`src/rtl/wdk_pkg.sv`:
```
package wdk_pkg;
    localparam logic [31:0] KEY_FIRST  = 32'hABCD_1234;
    localparam logic [31:0] KEY_SECOND = 32'h4321_DCBA;
    localparam int          PULSE_LEN  = 4;
    localparam int          PCNT_W     = $clog2(PULSE_LEN);

    localparam logic [1:0] IDX_SOFT = 2'd0;
    localparam logic [1:0] IDX_CFG  = 2'd1;
    localparam logic [1:0] IDX_KEY1 = 2'd2;
    localparam logic [1:0] IDX_KEY2 = 2'd3;

    typedef enum logic [1:0] {
        ST_EXPECT1 = 2'd0,
        ST_EXPECT2 = 2'd1,
        ST_PULSE   = 2'd2
    } svc_state_e;

    typedef enum logic [2:0] {
        CAUSE_HARD    = 3'd0,
        CAUSE_TIMEOUT = 3'd1,
        CAUSE_BADSVC  = 3'd2,
        CAUSE_SOFT    = 3'd3,
        CAUSE_USER    = 3'd4
    } cause_e;
endpackage

```
`src/rtl/wdk_count.sv`:
```
module wdk_count #(
    parameter int DLY_W = 5,
    parameter int CNT_W = (1 << DLY_W) + 1
) (
    input  logic             clk,
    input  logic             rst_n,
    input  logic             run,
    input  logic             clr,
    input  logic [DLY_W-1:0] dly,
    output logic             expired
);
    logic [CNT_W-1:0] cnt_q;
    logic [CNT_W-1:0] lim_m1;
    logic [DLY_W:0]   shamt;

    always_comb begin
        shamt   = {1'b0, dly} + (DLY_W+1)'(1);
        lim_m1  = (CNT_W'(1) << shamt) - CNT_W'(1);
        expired = run && (cnt_q >= lim_m1);
    end

    always_ff @(posedge clk or negedge rst_n) begin
        if (!rst_n)   cnt_q <= '0;
        else if (clr) cnt_q <= '0;
        else if (run) cnt_q <= cnt_q + CNT_W'(1);
    end

    AST_HOLD_WHEN_STOPPED: assert property (@(posedge clk) disable iff (!rst_n)
        (!run && !clr) |=> $stable(cnt_q));
endmodule

```
`src/rtl/wdk_regs.sv`:
```
module wdk_regs import wdk_pkg::*; #(
    parameter int DLY_W = 5
) (
    input  logic             clk,
    input  logic             rst_n,
    input  logic             wr_en,
    input  logic             rd_en,
    input  logic [1:0]       widx,
    input  logic             wen_bit,
    input  logic [DLY_W-1:0] wdly,
    input  logic             lock,
    input  logic             svc_ok,
    input  logic [2:0]       cause,
    output logic [DLY_W-1:0] cfg_dly,
    output logic             armed,
    output logic [31:0]      rdata
);
    logic cfg_en_q;
    logic armed_q;
    logic cfg_wr;

    assign cfg_wr  = wr_en && !lock && (widx == IDX_CFG);
    assign armed   = armed_q;

    always_ff @(posedge clk or negedge rst_n) begin
        if (!rst_n) begin
            cfg_en_q <= 1'b0;
            cfg_dly  <= '0;
            armed_q  <= 1'b0;
        end else begin
            if (cfg_wr) begin
                cfg_en_q <= wen_bit;
                cfg_dly  <= wdly;
            end
            if (cfg_wr && wen_bit) armed_q <= 1'b1;
            else if (svc_ok)       armed_q <= cfg_en_q;
        end
    end

    always_comb begin
        rdata = '0;
        if (rd_en) begin
            case (widx)
                IDX_CFG: begin
                    rdata[31]          = cfg_en_q;
                    rdata[DLY_W-1:0]   = cfg_dly;
                end
                IDX_KEY1: rdata[2:0] = cause;
                default:  rdata      = '0;
            endcase
        end
    end

    AST_STOP_NEEDS_SERVICE: assert property (@(posedge clk) disable iff (!rst_n)
        (armed_q && !svc_ok) |=> armed_q);
endmodule

```
`src/rtl/wdk_svc_fsm.sv`:
```
module wdk_svc_fsm import wdk_pkg::*; (
    input  logic        clk,
    input  logic        rst_n,
    input  logic        wr_en,
    input  logic [1:0]  widx,
    input  logic [31:0] wdata,
    input  logic        user_req,
    input  logic        expired,
    output logic        svc_ok,
    output logic        pulse,
    output logic [2:0]  cause
);
    svc_state_e        state_q, state_d;
    cause_e            cause_q, cause_d;
    logic [PCNT_W-1:0] pcnt_q;
    logic              fire;
    logic              soft_hit, w_key1, w_key2;

    assign soft_hit = wr_en && (widx == IDX_SOFT) && (wdata == 32'd1);
    assign w_key1   = wr_en && (widx == IDX_KEY1);
    assign w_key2   = wr_en && (widx == IDX_KEY2);

    // next state: ARM_KEY, SERVICE, FIRE, RELEASE
    always_comb begin
        state_d = state_q;
        cause_d = cause_q;
        fire    = 1'b0;
        svc_ok  = 1'b0;
        unique case (state_q)
            ST_PULSE: begin
                if (pcnt_q == PCNT_W'(PULSE_LEN-1)) state_d = ST_EXPECT1;
            end
            ST_EXPECT1, ST_EXPECT2: begin
                if (expired) begin
                    fire = 1'b1; cause_d = CAUSE_TIMEOUT;
                end else if (soft_hit) begin
                    fire = 1'b1; cause_d = CAUSE_SOFT;
                end else if (w_key1 && wdata != KEY_FIRST) begin
                    fire = 1'b1; cause_d = CAUSE_BADSVC;
                end else if (w_key2 && (state_q != ST_EXPECT2 || wdata != KEY_SECOND)) begin
                    fire = 1'b1; cause_d = CAUSE_BADSVC;
                end else if (user_req) begin
                    fire = 1'b1; cause_d = CAUSE_USER;
                end else if (w_key1) begin
                    state_d = ST_EXPECT2;
                end else if (w_key2) begin
                    state_d = ST_EXPECT1;
                    svc_ok  = 1'b1;
                end
                if (fire) state_d = ST_PULSE;
            end
            default: state_d = ST_EXPECT1;
        endcase
    end

    always_ff @(posedge clk or negedge rst_n) begin
        if (!rst_n) begin
            state_q <= ST_EXPECT1;
            cause_q <= CAUSE_HARD;
            pcnt_q  <= '0;
        end else begin
            state_q <= state_d;
            cause_q <= cause_d;
            if (state_q == ST_PULSE) pcnt_q <= pcnt_q + PCNT_W'(1);
            else                     pcnt_q <= '0;
        end
    end

    always_comb begin
        pulse = (state_q == ST_PULSE);
        cause = cause_q;
    end

    AST_PULSE_WIDTH: assert property (@(posedge clk) disable iff (!rst_n)
        $fell(pulse) |-> ($past(pulse, 1) && $past(pulse, 4)));
    AST_NO_SERVICE_IN_PULSE: assert property (@(posedge clk) disable iff (!rst_n)
        pulse |-> !svc_ok);
    AST_CAUSE_ONLY_ON_FIRE: assert property (@(posedge clk) disable iff (!rst_n)
        (cause_q != $past(cause_q)) |-> (pulse && !$past(pulse)));
endmodule

```
`src/rtl/keyed_watchdog.sv`:
```
module keyed_watchdog import wdk_pkg::*; #(
    parameter int DLY_W = 5
) (
    input  logic        clk,
    input  logic        hard_rst_n,
    input  logic        bus_wr,
    input  logic        bus_rd,
    input  logic [1:0]  bus_widx,
    input  logic [31:0] bus_wdata,
    output logic [31:0] bus_rdata,
    input  logic        user_rst,
    output logic        rst_req
);
    localparam int CNT_W = (1 << DLY_W) + 1;

    logic             svc_ok, pulse, expired, armed;
    logic [2:0]       cause;
    logic [DLY_W-1:0] cfg_dly;

    wdk_svc_fsm u_fsm (
        .clk      (clk),
        .rst_n    (hard_rst_n),
        .wr_en    (bus_wr),
        .widx     (bus_widx),
        .wdata    (bus_wdata),
        .user_req (user_rst),
        .expired  (expired),
        .svc_ok   (svc_ok),
        .pulse    (pulse),
        .cause    (cause)
    );

    wdk_regs #(.DLY_W(DLY_W)) u_regs (
        .clk     (clk),
        .rst_n   (hard_rst_n),
        .wr_en   (bus_wr),
        .rd_en   (bus_rd),
        .widx    (bus_widx),
        .wen_bit (bus_wdata[31]),
        .wdly    (bus_wdata[DLY_W-1:0]),
        .lock    (pulse),
        .svc_ok  (svc_ok),
        .cause   (cause),
        .cfg_dly (cfg_dly),
        .armed   (armed),
        .rdata   (bus_rdata)
    );

    wdk_count #(.DLY_W(DLY_W), .CNT_W(CNT_W)) u_count (
        .clk     (clk),
        .rst_n   (hard_rst_n),
        .run     (armed && !pulse),
        .clr     (svc_ok || pulse),
        .dly     (cfg_dly),
        .expired (expired)
    );

    assign rst_req = pulse;

    AST_REQ_STARTS_CLEAN: assert property (@(posedge clk) disable iff (!hard_rst_n)
        $rose(rst_req) |-> !$past(svc_ok));
endmodule

```
`config.mk`:
```
export PLATFORM = sky130hd
export DESIGN_NAME = keyed_watchdog
export DESIGN_NICKNAME = d
export VERILOG_FILES = /design/src/rtl/wdk_pkg.sv /design/src/rtl/wdk_count.sv /design/src/rtl/wdk_regs.sv /design/src/rtl/wdk_svc_fsm.sv /design/src/rtl/keyed_watchdog.sv
export SDC_FILE = /design/constraint.sdc
export NUM_CORES = 1
export LEC_CHECK = 0
export ABC_AREA = 1
export CAP_MARGIN = 20
export CORE_UTILIZATION = 35
export CTS_CLUSTER_SIZE = 8
export DETAILED_ROUTE_END_ITERATION = 6
export SLEW_MARGIN = 15
export SYNTH_ARGS = -nofsm -noshare
export SYNTH_HDL_FRONTEND = slang
export SYNTH_HIERARCHICAL = 1
export SYNTH_SLANG_ARGS = --single-unit
```
`constraint.sdc`:
```
create_clock -name clk -period 3.9 [get_ports clk]
set_input_delay 0.39 -clock clk [delete_from_list [all_inputs] [get_ports clk]]
set_output_delay 0.39 -clock clk [all_outputs]
set_load 0.01 [all_outputs]
```
-- Word level (Yosys, flattened, before mapping)
Index checks and enable logic that the tools add are counted.
- register bits after elaboration: 47
- input bits: 39
- output and inout port bits: 33
- logic and storage cells: 90
- add/subtract/negate cells: 4
- order comparisons: 1
- equality and inequality tests: 17
- shift-type cells: 1
- mux-type cells: 38
- reductions and logical operators: 22
- operators with widths (kind ; count):
    two-way mux 33 bit ; 2
    adder 33 x 1 -> 33 bit (second input constant) ; 1
    >= comparator 33 bit ; 1
    left shift 1 x 6 -> 33 bit (first input constant) ; 1
    subtractor 33 x 2 -> 33 bit (second input constant) ; 1
    == test 32 x 1 -> 1 bit (second input constant) ; 1
    two-way mux 32 bit ; 1
    inequality test 32 x 31 -> 1 bit (second input constant) ; 1
    inequality test 32 bit (second input constant) ; 1
    two-way mux 2 bit ; 11
    two-way mux 1 bit ; 17
    two-way mux 3 bit ; 5
    logical AND 1 bit ; 11
    inequality test 3 bit (second input constant) ; 3
    == test 2 bit (second input constant) ; 4
    AND reduction 7 bit ; 1
    adder 5 x 1 -> 6 bit (second input constant) ; 1
    inequality test 3 x 2 -> 1 bit (second input constant) ; 2
    case mux 3 bit (2 select lines) ; 1
    nonzero test 5 bit ; 1
    == test 2 x 1 -> 1 bit (second input constant) ; 2
    zero test 2 bit ; 2
    inequality test 2 x 1 -> 1 bit (second input constant) ; 2
    inequality test 4 x 1 -> 1 bit (second input constant) ; 1
    other kinds (7) ; 9

-- Longest topological paths before layout
- depth in word-level cells: 12
- depth in mapped cells: 38
- gate-level depth less buffers: 38

-- Cells and area by module
The synthesis kept the hierarchy.
- by module, submodules not included (module ; times used ; cells each ; area an instance (um^2) ; sequential area each (um^2)):
    wdk_count ; 1 ; 640 ; 3967.6 ; 825.8
    wdk_svc_fsm ; 1 ; 165 ; 834.6 ; 175.2
    wdk_regs ; 1 ; 83 ; 604.3 ; 175.2
    keyed_watchdog ; 1 ; 5 ; 18.8 ; 0.0

-- Least setup slack after synthesis
No wires, ideal clock.
- kind: register to register
- start point: register u_regs.cfg_dly[3]
- end point: register u_count.cnt_q[17]
- library setup time: 0.071 ns
- arrival: 4.104 ns
- data required time: 3.829 ns
- setup slack: -0.275 ns
- stages on the path, launching flop included: 36
- buffers on the path: 2
- period minus slack after synthesis: 4.175 ns
- path through: dfrtp_1 buf_4 inv_2 buf_6 nand4_1 ha_1 inv_1 nor2_2 nand2_2 nor2_8 nand3_2 nand2_1 inv_1 ha_1 a21o_1 nor2_1 nand2_1 a21oi_1 nand4_1 nand2_1 inv_1 nor2_1 nand4_1 nor2_1 inv_1 nand2_1 nor2_2 nor2_2 inv_1 nor2_1 nand4_1 inv_1 nand2_1 nand2_1 nand2_1 nor2_1
- longest elaborated chain between the ends: 9
- elaborated cells between the ends (all ways): 10
- classes of those cells: add/sub: 2; order compare: 1; shift: 1; mux: 3; reduce/logical: 3
- ends and longest elaborated chain (item ; RTL line ; RTL):
    start: declaration ; wdk_regs.sv:14 ; output logic [DLY_W-1:0] cfg_dly,
    start signal: assignment ; wdk_regs.sv:33 ; cfg_dly <= wdly;
    adder 5 x 1 -> 6 bit * ; wdk_count.sv:17 ; shamt = {1'b0, dly} + (DLY_W+1)'(1);
    left shift 1 x 6 -> 33 bit * ; wdk_count.sv:18 ; lim_m1 = (CNT_W'(1) << shamt) - CNT_W'(1);
    subtractor 33 x 2 -> 33 bit * ; wdk_count.sv:18 ;
    >= comparator 33 bit * ; wdk_count.sv:19 ; expired = run && (cnt_q >= lim_m1);
    logical AND 1 bit * ; wdk_count.sv:19 ;
    net expired ; keyed_watchdog.sv:16 ; logic svc_ok, pulse, expired, armed;
    two-way mux 1 bit * ; wdk_svc_fsm.sv:34 ; if (expired) begin
    two-way mux 1 bit * ; wdk_svc_fsm.sv:29 ; unique case (state_q)
    net svc_ok ; keyed_watchdog.sv:16 ;
    logical OR 1 bit * ; keyed_watchdog.sv:53 ; .clr (svc_ok || pulse),
    two-way mux 33 bit or nonzero test 2 bit (tied branches) ; -- ;
    end signal: assignment ; wdk_count.sv:25 ; else if (run) cnt_q <= cnt_q + CNT_W'(1);
    end: declaration ; wdk_count.sv:12 ; logic [CNT_W-1:0] cnt_q;
Mark *: on every way through the listed nets, which the timed path passes. The rest lies on a longest branch.
A chain may end at the register's enable or synchronous reset.

-- Worst setup path in the final report
- start point: register u_regs.cfg_dly[1]
- end point: register u_count.cnt_q[12]
Same word-level chain as after synthesis.

==> metrics.txt <==
number of diodes 0; Remaining DRCs 0; Cell Pwr Density around 570 mW/mm^2; Crit. Startpoint u_regs/cfg_dly[1]$_DFFE_PN0P_; Post-Layout Cell Count between 1000 and 1500; Die X ~130 um; CTS Buf Count 5; DRT antenna net count 0; Setup-failing EPs final 28; Distinct cells, synth 43; Worst EP required between 4 and 5 ns; Reg power frac 15.1%; worst-skew pair later-pin latency 0.30 ns; sequential area share after synthesis 21.7%; R2R depth 30; std cell rows 45; setup ws final -0.264 ns; clock tree buffer depth 2; P_leak 3.75 nW; worst r2r dst u_count/cnt_q[12]$_DFFE_PN0P_; clock power share between 10% and 20%; Top cell by count, worst path nand2_1; Synthesis Warnings 6; clock tree sinks 47; Slew Limit Headroom about 58%; commonest cells in the netlist nand2_1, nor2_1, inv_1; Combinational Power Share 74.0%; via count roughly 6000; Finished Cell Area between 0.007 and 0.008 sq mm; worst hold slack 0.110 ns; largest net degree at the start of global routing 48; Die Y 127 um; nets@finish 1117; Critical Setup Path Class reg -> reg; Post-DP Area 0.00661 sq mm; Post-synth EDFFs 0; Tightest Pin Transition approximately 0.64 ns; 1st-pass router iterations 5; Seq cells post-synth 47; Fillers 1545; vias in the first global route ~5700; Storage cell area 0.00118 sq mm; Mapped Area approximately 0.0054 sq mm; area taken by multi-input logic gates 0.00408 sq mm; TritonCTS clock tree built; Worst Hold Class in -> async; FMAX 0.240 GHz; hold_buf cts 0; slowest CP cell dfrtp_2; RSZ-0062 raised after global routing yes; count leader, synth nand2_1; crit path max fanout 5; syn_area_per_cell 6.08 sq um; layout cells sized above 1 24.2%; number of I/O port buffers 45; setup TNS -3.17 ns; Post-Place Cells 1200; R2R setup slack -0.26 ns; FF-to-FF Start u_regs/cfg_dly[1]$_DFFE_PN0P_; failing checks negative setup slack; gpl congestion ~0.94; H-tree levels 2; grt total ovfl 0; VDD IR max 0.443 mV; Worst EP arrival 4.40 ns; Synth-to-Final Area Change 36.8%; Final period util 107%; max incr delay on CP approximately 0.47 ns; Power Internal 2.14 mW; Starting Density 35.8%; Sw Share a little under 50%; die area about 0.016 sq mm; initial antenna violation count 0; clock-pin transition on the worst setup and hold timing paths 0.07 ns; post-DR wirelength/cell 13.9 um; Top FF cell, synth dfrtp_1; Routed WL 17000 um; final period demand of the worst path 4.16 ns; nature of the critical path endpoint register; number of I/O pins approximately 70; DPL Wire Length 13300 um; pre-CTS WS -0.521 ns; Area contributors post-synth dfrtp_1, nand2_1, nor2_1; crit start category register; final hold violations 0; Switch Pwr 2.08 mW; Total GRT Usage a little over a fifth; initial DRC count 375; Yosys top cell by area dfrtp_1; ys async rst share 100%; area share of the largest cell type after synthesis 21.7%; max-slew violations 0; core area 0.0151 sq mm; Clock Skews 0.00841 ns; first-pass GRT wire length between 20000 and 30000 um; Clock Root Buffer clkbuf_16; outcome complete, but fails checks; Max-cap violations 0; Mapped Cells 893; mean number of vias per cell 4.94
-- critical path, delay by kind of cell (launching register included) --
kind,cells,cell delay [ns]
buf+inv,2,0.11
flops,1,0.47
xor+xnor,1,0.17
fa+ha+maj,2,0.56
simple gates,23,2.54
compound gates,2,0.26
-- through the flow --
stage	util, %	power, mW
after CTS	47.4	4.01
after global routing	49.0	4.62
after floorplan	-	2.31
after detailed placement	43.6	3.24
after global placement	43.6	3.23
final	49.0	4.22
-- sequential cells by signal, indices dropped and copies added (netlist names) --
register and count:
u_regs/armed 1, u_fsm/cause 3, u_fsm/state_q 2, u_regs/cfg_en_q 1
u_count/cnt_q 33, u_fsm/pcnt_q 2, u_regs/cfg_dly 5
-- power by group through the flow --
| stage | sequential, mW | clock, mW | combinational (mW) |
|---|---|---|---|
| floorplan | 0.610 | 0 | 1.70 |
| global placement | 0.623 | 0 | 2.61 |
| detailed placement | 0.624 | 0 | 2.62 |
| CTS | 0.630 | 0.472 | 2.91 |
| global route | 0.644 | 0.490 | 3.48 |
| finish | 0.637 | 0.460 | 3.12 |
-- how the worst max path moves through the flow --
stage / to / slack, ns / cells after the start
2_1_floorplan: u_count/cnt_q[28]$_DFFE_PN0P_ / 0.001 / 32
3_3_place_gp: u_count/cnt_q[25]$_DFFE_PN0P_ / -0.48 / 30
3_5_place_dp: u_count/cnt_q[25]$_DFFE_PN0P_ / -0.52 / 30
4_1_cts: u_count/cnt_q[28]$_DFFE_PN0P_ / -0.09 / 32
5_1_grt: u_count/cnt_q[12]$_DFFE_PN0P_ / -0.65 / 30
6_report: u_count/cnt_q[12]$_DFFE_PN0P_ / -0.26 / 30
-- layout make-up --
class / count / area share, %
Tap cell: 188 / 3.17
Clock buffer: 6 / 1.87
Clock inverter: 2 / 0.185
Inverter: 121 / 6.27
Timing Repair Buffer: 152 / 17.6
Sequential cell: 47 / 15.9
Multi-Input combinational cell: 713 / 54.9
-- timing repair --
action                                  CTS  global route
pin swaps                                41            36
cloned                                    0             1
buffers inserted                         18            10
resized for setup                        68            64
endpoints found under the hold margin     0             0
endpoints found under the setup margin   33            34
-- cells in the final DEF, fill, tap and decap left out, drive strengths merged --
master,count
nand2,282
nor2,148
inv,120
buf,107
nand3,66
dfrtp,47
nand4,45
clkdlybuf4s50,44
ha,38
conb,28
a21oi,26
nor3,25
o21ai,23
xor2,7
clkbuf,7
nand3b,6
a21o,3
xnor2,3
clkinv,2
or2,2
nor4,2
nor3b,2
o2111ai,1
and3,1
clkinvlp,1
o21a,1
a211oi,1
a221oi,1
a31o,1
a22oi,1
-- cells by family after synthesis --
group	Yosys count	share of synthesized area, %
AOI/OAI and AO/OA	58	5.83
xor gates and xnor gates	10	1.61
adders and majority gates	38	8.76
buffers and inverters	159	13.3
DFF	47	21.7
other	2	0.138
and+or+nand+nor	579	48.6
-- metal layers --
layer  wire length, um  share of wire [%]  GRT usage, %  vias up
li1                  -                  -             -     3119
met1              7900                 46          28.5     2766
met2              7860                 46          36.0      155
met3               792                4.6          3.46       31
met4               483                2.8          7.94        0
met5                 0                  0             0        -
No activity file was read; power rests on OpenSTA's default activity.
